$ cat src/rtl/vsg_pkg.sv
package vsg_pkg;
  localparam int NUM_W = 16;

  typedef enum logic [2:0] {
    K_FS   = 3'd0,
    K_FE   = 3'd1,
    K_LS   = 3'd2,
    K_LE   = 3'd3,
    K_DATA = 3'd4
  } pkt_kind_e;

  // successor of a sequence number: all-ones wraps to 1, zero is skipped
  function automatic logic [NUM_W-1:0] num_after(input logic [NUM_W-1:0] n);
    return (n == {NUM_W{1'b1}}) ? NUM_W'(1) : n + NUM_W'(1);
  endfunction
endpackage

$ cat src/rtl/vsg_seqcmp.sv
module vsg_seqcmp
  import vsg_pkg::*;
#(
  parameter bit SKIP_ZERO_PREV = 1'b1
) (
  input  logic [NUM_W-1:0] prev,
  input  logic [NUM_W-1:0] cur,
  output logic             bad
);
  logic cur_used;
  logic prev_used;

  always_comb begin
    cur_used  = (cur != '0);
    prev_used = !(SKIP_ZERO_PREV && (prev == '0));
    bad       = cur_used && prev_used && (cur != num_after(prev));
  end
endmodule

$ cat src/rtl/vsg_chan.sv
module vsg_chan
  import vsg_pkg::*;
(
  input  logic             clk,
  input  logic             rst_n,
  input  logic             hit,
  input  logic [2:0]       kind,
  input  logic [NUM_W-1:0] num,
  input  logic             crc_err,
  output logic             err_fb,
  output logic             err_fs,
  output logic             err_lb,
  output logic             err_ls,
  output logic             err_fd
);
  logic             in_frame, in_line, crc_seen;
  logic [NUM_W-1:0] fnum, lnum;
  logic             ev_fs, ev_fe, ev_ls, ev_le, ev_bad_data;
  logic             f_bad, l_bad;

  assign ev_fs       = hit && (kind == K_FS);
  assign ev_fe       = hit && (kind == K_FE);
  assign ev_ls       = hit && (kind == K_LS);
  assign ev_le       = hit && (kind == K_LE);
  assign ev_bad_data = hit && (kind == K_DATA) && crc_err;

  vsg_seqcmp #(.SKIP_ZERO_PREV(1'b1)) u_fcmp (.prev(fnum), .cur(num), .bad(f_bad));
  vsg_seqcmp #(.SKIP_ZERO_PREV(1'b0)) u_lcmp (.prev(lnum), .cur(num), .bad(l_bad));

  always_ff @(posedge clk) begin
    if (!rst_n) begin
      in_frame <= 1'b0;
      in_line  <= 1'b0;
      crc_seen <= 1'b0;
      fnum     <= '0;
      lnum     <= '0;
      err_fb   <= 1'b0;
      err_fs   <= 1'b0;
      err_lb   <= 1'b0;
      err_ls   <= 1'b0;
      err_fd   <= 1'b0;
    end else begin
      err_fb <= (ev_fs && in_frame) || (ev_fe && !in_frame);
      err_fs <= ev_fs && f_bad;
      err_lb <= (ev_ls && in_line) || (ev_le && !in_line);
      err_ls <= ev_ls && l_bad;
      err_fd <= ev_fe && in_frame && crc_seen;
      if (ev_fs) begin
        in_frame <= 1'b1;
        in_line  <= 1'b0;
        crc_seen <= 1'b0;
        fnum     <= num;
        lnum     <= '0;
      end
      if (ev_fe) begin
        in_frame <= 1'b0;
        in_line  <= 1'b0;
        crc_seen <= 1'b0;
      end
      if (ev_ls) begin
        in_line <= 1'b1;
        if (num != '0) lnum <= num;
      end
      if (ev_le) in_line <= 1'b0;
      if (ev_bad_data && in_frame) crc_seen <= 1'b1;
    end
  end


  fdata_at_fe_chk: assert property (@(posedge clk) disable iff (!rst_n)
    err_fd |-> $past(ev_fe));

  fdata_vs_bound_chk: assert property (@(posedge clk) disable iff (!rst_n)
    err_fd |-> !err_fb);

  fseq_at_fs_chk: assert property (@(posedge clk) disable iff (!rst_n)
    err_fs |-> $past(ev_fs));

  lseq_at_ls_chk: assert property (@(posedge clk) disable iff (!rst_n)
    err_ls |-> $past(ev_ls));

  fs_opens_frame_chk: assert property (@(posedge clk) disable iff (!rst_n)
    ev_fs |=> in_frame);
endmodule

$ cat src/rtl/vsg_seq_guard.sv
module vsg_seq_guard
  import vsg_pkg::*;
#(
  parameter int N_VC = 4,
  localparam int VC_W = (N_VC > 1) ? $clog2(N_VC) : 1
) (
  input  logic             clk,
  input  logic             rst_n,
  input  logic             pkt_valid,
  input  logic [VC_W-1:0]  pkt_vc,
  input  logic [2:0]       pkt_kind,
  input  logic [NUM_W-1:0] pkt_num,
  input  logic             pkt_crc_err,
  output logic [N_VC-1:0]  err_frame_bound,
  output logic [N_VC-1:0]  err_frame_seq,
  output logic [N_VC-1:0]  err_line_bound,
  output logic [N_VC-1:0]  err_line_seq,
  output logic [N_VC-1:0]  err_frame_data
);
  logic [N_VC-1:0] vc_hit;

  for (genvar g = 0; g < N_VC; g++) begin : g_chan
    assign vc_hit[g] = pkt_valid && (pkt_vc == VC_W'(g));
    vsg_chan u_chan (
      .clk     (clk),
      .rst_n   (rst_n),
      .hit     (vc_hit[g]),
      .kind    (pkt_kind),
      .num     (pkt_num),
      .crc_err (pkt_crc_err),
      .err_fb  (err_frame_bound[g]),
      .err_fs  (err_frame_seq[g]),
      .err_lb  (err_line_bound[g]),
      .err_ls  (err_line_seq[g]),
      .err_fd  (err_frame_data[g])
    );
  end


  fbound_one_vc_chk: assert property (@(posedge clk) disable iff (!rst_n)
    $onehot0(err_frame_bound));

  lbound_one_vc_chk: assert property (@(posedge clk) disable iff (!rst_n)
    $onehot0(err_line_bound));

  idle_no_err_chk: assert property (@(posedge clk) disable iff (!rst_n)
    !pkt_valid |=> (err_frame_bound == '0) && (err_line_bound == '0) && (err_frame_seq == '0));
endmodule

$ cat config.mk
export PLATFORM = sky130hd
export DESIGN_NAME = vsg_seq_guard
export DESIGN_NICKNAME = d
export VERILOG_FILES = /design/src/rtl/vsg_pkg.sv /design/src/rtl/vsg_seqcmp.sv /design/src/rtl/vsg_chan.sv /design/src/rtl/vsg_seq_guard.sv
export SDC_FILE = /design/constraint.sdc
export NUM_CORES = 1
export LEC_CHECK = 0
export BUFFER_PORTS_ARGS = -buffer_cell sky130_fd_sc_hd__buf_4
export CORE_MARGIN = 2
export CORE_UTILIZATION = 50
export CTS_CLUSTER_DIAMETER = 60
export DETAILED_ROUTE_END_ITERATION = 8
export PLACE_DENSITY = 0.66
export SLEW_MARGIN = 10
export SYNTH_ARGS = -nofsm -noshare
export SYNTH_HDL_FRONTEND = slang
export SYNTH_SLANG_ARGS = --single-unit
$ cat constraint.sdc
create_clock -name clk -period 6.8 [get_ports clk]
set_clock_uncertainty 0.2 [all_clocks]
set_input_delay 1.36 -clock clk [delete_from_list [all_inputs] [get_ports clk]]
set_output_delay 1.36 -clock clk [all_outputs]
set_load 0.02 [all_outputs]
==> metrics, run 1 <==
Slew Limit Headroom=32.4%; Core Box Area=21800 µm²; post-synthesis simple-gate area fraction=28.3%; Worst EP arrival=3.70 ns; diodes inserted=0; Post-synth ARST share=0%; Sw Ratio=26.7%; Final Wtd Congestion=0.916; TritonRoute pass-1 iters=7; critical path type=primary input to flip-flop; clk sink count=160; Synth Area in Compound Gates=22.5%; Hold Path End=g_chan[3].u_chan.crc_seen$_SDFFE_PN0P_; Layout Cells excl Fill=1671; number of routed nets with antenna violations=0; Clock power frac=44.5%; Top FF cell, synth=dfxtp_1; R2R setup slack=3.58 ns; layout cells sized above 1=7.55%; Die Span X=153 µm; # nets final=1416; CTS Buf Count=17; worst vdd ir=148 µV; Residual DRC=0; Worst Max-Slew Pin Slew=1.01 ns; Routed Wire Length=31.9 mm; post-synthesis instance area=11000 µm²; power consumption=0.00207 W; # Post-CTS Setup Buffers=0; unrepaired setup endpoints after global routing=no; vias per inst=6.27; gate count of the mapped netlist=1440; warnings from Yosys=0; worst hold start=g_chan[3].u_chan.crc_seen$_SDFFE_PN0P_; vias post-DR=10469; Reg power frac=46.0%; initial drt markers=761; Skew-Pair Late Insertion Delay=0.44 ns; TNS Setup=0 ns; H-tree lvl count=4; final instance area=11700 µm²; Die Area=23300 µm²; CP Capture Type=flip-flop; RR Startpoint=g_chan[2].u_chan.fnum[0]$_SDFFE_PN0P_; fin. max-slew vios=0; share of the synthesized area in the top cell type=29.0%; R2R Path End=g_chan[2].u_chan.err_fs$_SDFF_PN0_; leading area contributor after synthesis=dfxtp_1; Comb pwr share=9.5%; largest family of logic cells by synthesized area=simple AND/OR/NAND/NOR gates; CP startpoint kind=primary input; P_int=0.00152 W; hold_buf cts=0; vias in the first global route=9605; area added between synthesis and finish=6.18%; Pwr Density=177 nW/µm²; P_sw=0.000552 W; Starting Density=50.8%; Post-Syn Area per Cell=7.67 µm²; GRT Overall Usage=27.1%; Detail Placement HPWL=21.0 mm; port buffer count=44; TritonCTS clock tree=yes; EDFF count, synth=0; Die Ht=153 µm; Final Hold Violating Endpoints=0; critical path required time=6.97 ns; Max Fanout on Critical Path=87; Ports=45; Rows=54; clk root buf=clkbuf_16; Placed Area=11200 µm²; grt total ovfl=0; Hold Crit Class=flip-flop to flip-flop; period utilization=51.9%; WHS Path Cells=2; Worst Reg-to-Reg Cells=8; status=finished clean; post-synthesis adder-cell area fraction=1.36%; first-pass GRT wire length=51.5 mm; Netlist cell types=77; per-cell routed wire length=19.1 µm; Final setup viols=0; initial antenna violation count=0; CTS max path bufs=2; synth top area cells=dfxtp_1, nand2_1, xnor2_1; clock-pin slew of the registers on the worst-case setup and hold paths=0.07 ns; Fmax=0.283 GHz; post-cts sizing count=0; post-synthesis xor/xnor area fraction=11.4%; Pleak=3.81 nW; Synth Net Count=1477; min Tclk post-route=3.53 ns; Yosys reg bits=160; largest net degree at the start of global routing=88; sequential-to-total area share from yosys stat=29.0%; max cap viols=0; mux cell area share after synthesis=0.668%; Inst Count DP=1640
state kept, by name, indices dropped and copies added, names as in the netlist:
signal                  flops
g_chan.u_chan.crc_seen      4
g_chan.u_chan.err_fb        4
g_chan.u_chan.err_fd        4
g_chan.u_chan.err_fs        4
g_chan.u_chan.err_lb        4
g_chan.u_chan.err_ls        4
g_chan.u_chan.fnum         64
g_chan.u_chan.in_frame      4
g_chan.u_chan.in_line       4
g_chan.u_chan.lnum         64
metal layers:
layer	vias up	global-route usage, %	part of all wire (%)
met5	-	0	0
met4	0	11.1	3.2
met3	64	4.18	6.8
met2	381	42.6	45
met1	4974	37.1	45
li1	5050	-	-
power groups by stage:
stage                     Combinational [W]  Clock (W)  Sequential (W)
after floorplan                    0.000137          0        0.000970
after global placement             0.000191          0        0.000975
after detailed placement           0.000193          0        0.000975
after CTS                          0.000194   0.000937        0.000954
after global routing               0.000212   0.000977        0.000955
final                              0.000197   0.000922        0.000954
cells by family after synthesis:
| logic type | count (synthesis) |
|---|---|
| buf+inv | 168 |
| flops | 160 |
| simple gates | 599 |
| fa+ha+maj | 12 |
| compound gates | 350 |
| mux | 7 |
| xor+xnor | 144 |
Yosys cell counts (all sizes together), types with 4 or more instances:
cell       n
nor4b      6
nand2    214
nand4     43
o32ai      4
nand2b     8
o211ai     8
a21oi     42
nand3b     5
nor3b     10
nor4      34
nand4b     5
nor3      44
a221oi     4
o22ai     10
xnor2     91
o31ai     11
nor2      63
ha        12
dfxtp    160
xor2      53
inv       37
o311ai     6
and3      24
a211oi     8
a21boi    76
or2        6
a2111oi    6
or4        8
or3       17
buf       57
nor2b     16
and4      21
a31oi     12
clkbuf    74
and2       8
o21a       8
mux2i      4
o21ai     63
nand3     63
a22oi      5
a22o      56
per-stage QoR:
stage	setup slack [ns]	hold slack, ns	util [%]
floorplan	3.57	0.236	-
global placement	2.91	0.254	51.4
detailed placement	2.88	0.261	51.4
CTS	3.34	0.274	53.9
global route	3.00	0.303	53.9
finish	3.27	0.272	53.9
area by class of cell:
| class | count | area (µm²) |
|---|---|---|
| clock inverters | 13 | 114 |
| clock buffers | 18 | 439 |
| inverters | 37 | 139 |
| repair buffers | 51 | 383 |
| well taps | 280 | 350 |
| multi-input cells | 1112 | 7100 |
| fillers | 2095 | 10000 |
| flip-flops and latches | 160 | 3200 |
placed cells by master, fill, tap and decap left out, types with 42 or more instances in the layout:
master	count
a21boi_0	75
a21oi_1	42
a22o_1	56
buf_4	51
dfxtp_1	160
nand2_1	214
nand3_1	62
nor2_1	63
nor3_1	44
o21ai_0	61
xnor2_1	91
xor2_1	53
how the worst max path moves through the flow:
stage	from	end	cells after the start
finish	rst_n	g_chan[1].u_chan.lnum[11]$_SDFF_PN0_	5
global route	rst_n	g_chan[1].u_chan.lnum[1]$_SDFF_PN0_	5
CTS	rst_n	g_chan[1].u_chan.lnum[10]$_SDFF_PN0_	5
detailed placement	rst_n	g_chan[1].u_chan.lnum[10]$_SDFF_PN0_	5
global placement	rst_n	g_chan[1].u_chan.lnum[2]$_SDFF_PN0_	5
floorplan	pkt_num[5]	g_chan[2].u_chan.lnum[12]$_SDFF_PN0_	7
worst max-delay path: stages:
cell	delay [ns]
buf_4	0.57
o21ai_1	0.30
nor4_2	0.89
inv_1	0.28
o21ai_0	0.21
No activity file was read; power rests on OpenSTA's default activity.
==> run 2: changes to the inputs <==
- PLACE_DENSITY: 0.66 -> 0.68
- clock period: 6.8 -> 2.9 ns (I/O delays scaled with it)
==> run 2 against run 1 <==
First-iteration DRC count grew 31%. Register-to-register slack worse by 3.4 ns. Count of clock-buffer cells in the layout increased by 2. Critical path type is now flip-flop to flip-flop. Largest cell class unchanged.
==> metrics, run 2 (synthesized netlist as in run 1, its figures left out) <==
unrepaired setup endpoints after global routing=no (unchanged); Top Family by Delay on Critical Path=simple AND/OR/NAND/NOR gates (unchanged); TritonRoute pass-1 iters=6 (was 7); Worst EP arrival=2.84 ns (was 3.70 ns); commonest non-fill, non-tap cells in the layout=nand2_1, dfxtp_1, buf_4 (was nand2_1, dfxtp_1, xnor2_1); R2R setup slack=0.17 ns (was 3.58 ns); diodes inserted=0 (unchanged); slowest CP cell=dfxtp_1 (was nor4_2); Pleak=4.16 nW (was 3.81 nW); Final Hold Violating Endpoints=0 (unchanged); hold_buf cts=0 (unchanged); Layout Cells excl Fill=1733 (was 1671); Detail Placement HPWL=23.7 mm (was 21.0 mm); final instance area=12300 µm² (was 11700 µm²); fin. max-slew vios=0 (unchanged); Inst Count DP=1700 (was 1640); grt total ovfl=0 (unchanged); max cap viols=0 (unchanged); commonest non-fill, non-tap cell in the layout=nand2_1 (unchanged); crit path buf inv count=0 (was 2); # nets final=1477 (was 1416); period utilization=94.2%; initial antenna violation count=0 (unchanged); port buffer count=44 (unchanged); Pwr Density=409 nW/µm² (was 177 nW/µm²); Starting Density=50.8% (unchanged); Routed Wire Length=33.2 mm (was 31.9 mm); CTS max path bufs=2 (unchanged); Max Fanout on Critical Path=8 (was 87); Rows=54 (unchanged); Worst Reg-to-Reg Cells=8 (unchanged); CP Capture Point=g_chan[0].u_chan.err_ls$_SDFF_PN0_ (was g_chan[1].u_chan.lnum[11]$_SDFF_PN0_); H-tree lvl count=4 (unchanged); Die Area=23300 µm² (unchanged); Worst Max-Slew Pin Slew=1.03 ns (was 1.01 ns); vias per inst=6.19 (was 6.27); largest registers=g_chan.u_chan.fnum x64, g_chan.u_chan.lnum x64 (unchanged); Die Ht=153 µm (unchanged); Finished Core Util=56.6% (was 53.9%); Final Wtd Congestion=0.976 (was 0.916); status=finished clean (unchanged); met2 GRT Util=45.5% (was 42.6%); layout cells sized above 1=12.0% (was 7.55%); CP peak stage delay=0.46 ns (was 0.89 ns); clk sink count=160 (unchanged); Top cell by count, worst path=and3_1; initial drt markers=998 (was 761); Core Box Area=21800 µm² (unchanged); register area=3210 µm² (was 3200 µm²); stages on the worst setup path=8 (was 5); Ports=45 (unchanged); GR peak layer=met2 (unchanged); Skew-Pair Late Insertion Delay=0.43 ns (was 0.44 ns); CTS Buf Count=17 (unchanged); number of routed nets with antenna violations=0 (unchanged); TNS Setup=0 ns (unchanged); min Tclk post-route=2.73 ns; Die Span X=153 µm (unchanged); largest net degree at the start of global routing=87 (was 88); clk root buf=clkbuf_16 (unchanged); critical path required time=3.01 ns (was 6.97 ns); worst setup margin=0.169 ns (was 3.27 ns); Residual DRC=0 (unchanged); Placement Setup Slack=0.000763 ns (was 2.88 ns); vias in the first global route=9757 (was 9605); CP Capture Type=flip-flop (unchanged); TritonCTS clock tree=yes (unchanged); first-pass GRT wire length=52.9 mm (was 51.5 mm); per-cell routed wire length=19.2 µm (was 19.1 µm); GRT Overall Usage=27.8% (was 27.1%); Fmax=0.366 GHz; Hold Crit Class=primary input to flip-flop (was flip-flop to flip-flop); Fillers=1997 (was 2095); worst vdd ir=253 µV (was 148 µV); Crit. Startpoint=g_chan[0].u_chan.lnum[0]$_SDFF_PN0_ (was rst_n); RR Startpoint=g_chan[0].u_chan.lnum[0]$_SDFF_PN0_ (was g_chan[2].u_chan.fnum[0]$_SDFFE_PN0P_); clock-pin slew of the registers on the worst-case setup and hold paths=0.07 ns (about the same); vias post-DR=10723 (was 10469); CP startpoint kind=flip-flop (was primary input); R2R Path End=g_chan[0].u_chan.err_ls$_SDFF_PN0_ (was g_chan[2].u_chan.err_fs$_SDFF_PN0_); CP cell instances=ha_1 > and3_1 > and3_1 > nor2b_1 > xor2_1 > a221oi_1 > nand4_1 > o41a_1 (was buf_4 > o21ai_1 > nor4_2 > inv_1 > o21ai_0); M3 GR Usage=3.67% (was 4.18%); met1 usage=37.6% (was 37.1%); Final setup viols=0 (unchanged); area added between synthesis and finish=11.4% (was 6.18%); critical path type=flip-flop to flip-flop (was primary input to flip-flop); Multi-input gate area=7140 µm² (was 7100 µm²); Slew Limit Headroom=31.0% (was 32.4%); Placed Area=11700 µm² (was 11200 µm²)
-- run 2: stage by stage --
stage	hold slack (ns)	power, W
detailed placement	0.258	0.00280
finish	0.250	0.00503
global route	0.263	0.00519
floorplan	0.236	0.00260
global placement	0.253	0.00280
CTS	0.240	0.00506
-- run 2: metal layers --
layer | vias up | share of wire (%)
met3 | 64 | 6.5
met1 | 5083 | 44
met2 | 385 | 46
met5 | - | 0
met4 | 0 | 3.2
li1 | 5191 | -
-- run 2: worst min-delay path by stage --
stage | depth (start not counted) | from | end | slack, ns
final | 2 | pkt_num[15] | g_chan[0].u_chan.lnum[15]$_SDFF_PN0_ | 0.25
after global routing | 2 | pkt_num[15] | g_chan[0].u_chan.lnum[15]$_SDFF_PN0_ | 0.26
after CTS | 2 | pkt_num[15] | g_chan[0].u_chan.lnum[15]$_SDFF_PN0_ | 0.24
after detailed placement | 2 | g_chan[1].u_chan.crc_seen$_SDFFE_PN0P_ | g_chan[1].u_chan.crc_seen$_SDFFE_PN0P_ | 0.26
after global placement | 2 | g_chan[1].u_chan.crc_seen$_SDFFE_PN0P_ | g_chan[1].u_chan.crc_seen$_SDFFE_PN0P_ | 0.25
after floorplan | 2 | g_chan[0].u_chan.crc_seen$_SDFFE_PN0P_ | g_chan[0].u_chan.crc_seen$_SDFFE_PN0P_ | 0.24
-- run 2: timing repair --
action / 4_1_cts / 5_1_grt
endpoints found under the setup margin: 1 / 5
pin swaps: 0 / 2
gates resized for setup: 1 / 9
setup buffers: 0 / 1
-- run 2: report_power, final --
group	internal (W)	switching [W]	total [W]	leakage (nW)
clock network	0.00132	0.000952	0.00227	0.290
logic	0.000201	0.000327	0.000528	2.58
registers	0.00221	0.0000233	0.00224	1.29
total	0.00373	0.00130	0.00503	4.16
-- run 2: layout make-up --
class                           count  area share, %
Clock buffer                       20           3.71
Clock inverter                     12           1.10
Inverter                           37           1.13
Multi-Input combinational cell   1112           58.0
Sequential cell                   160           26.1
Tap cell                          280           2.85
Timing Repair Buffer              112           7.14
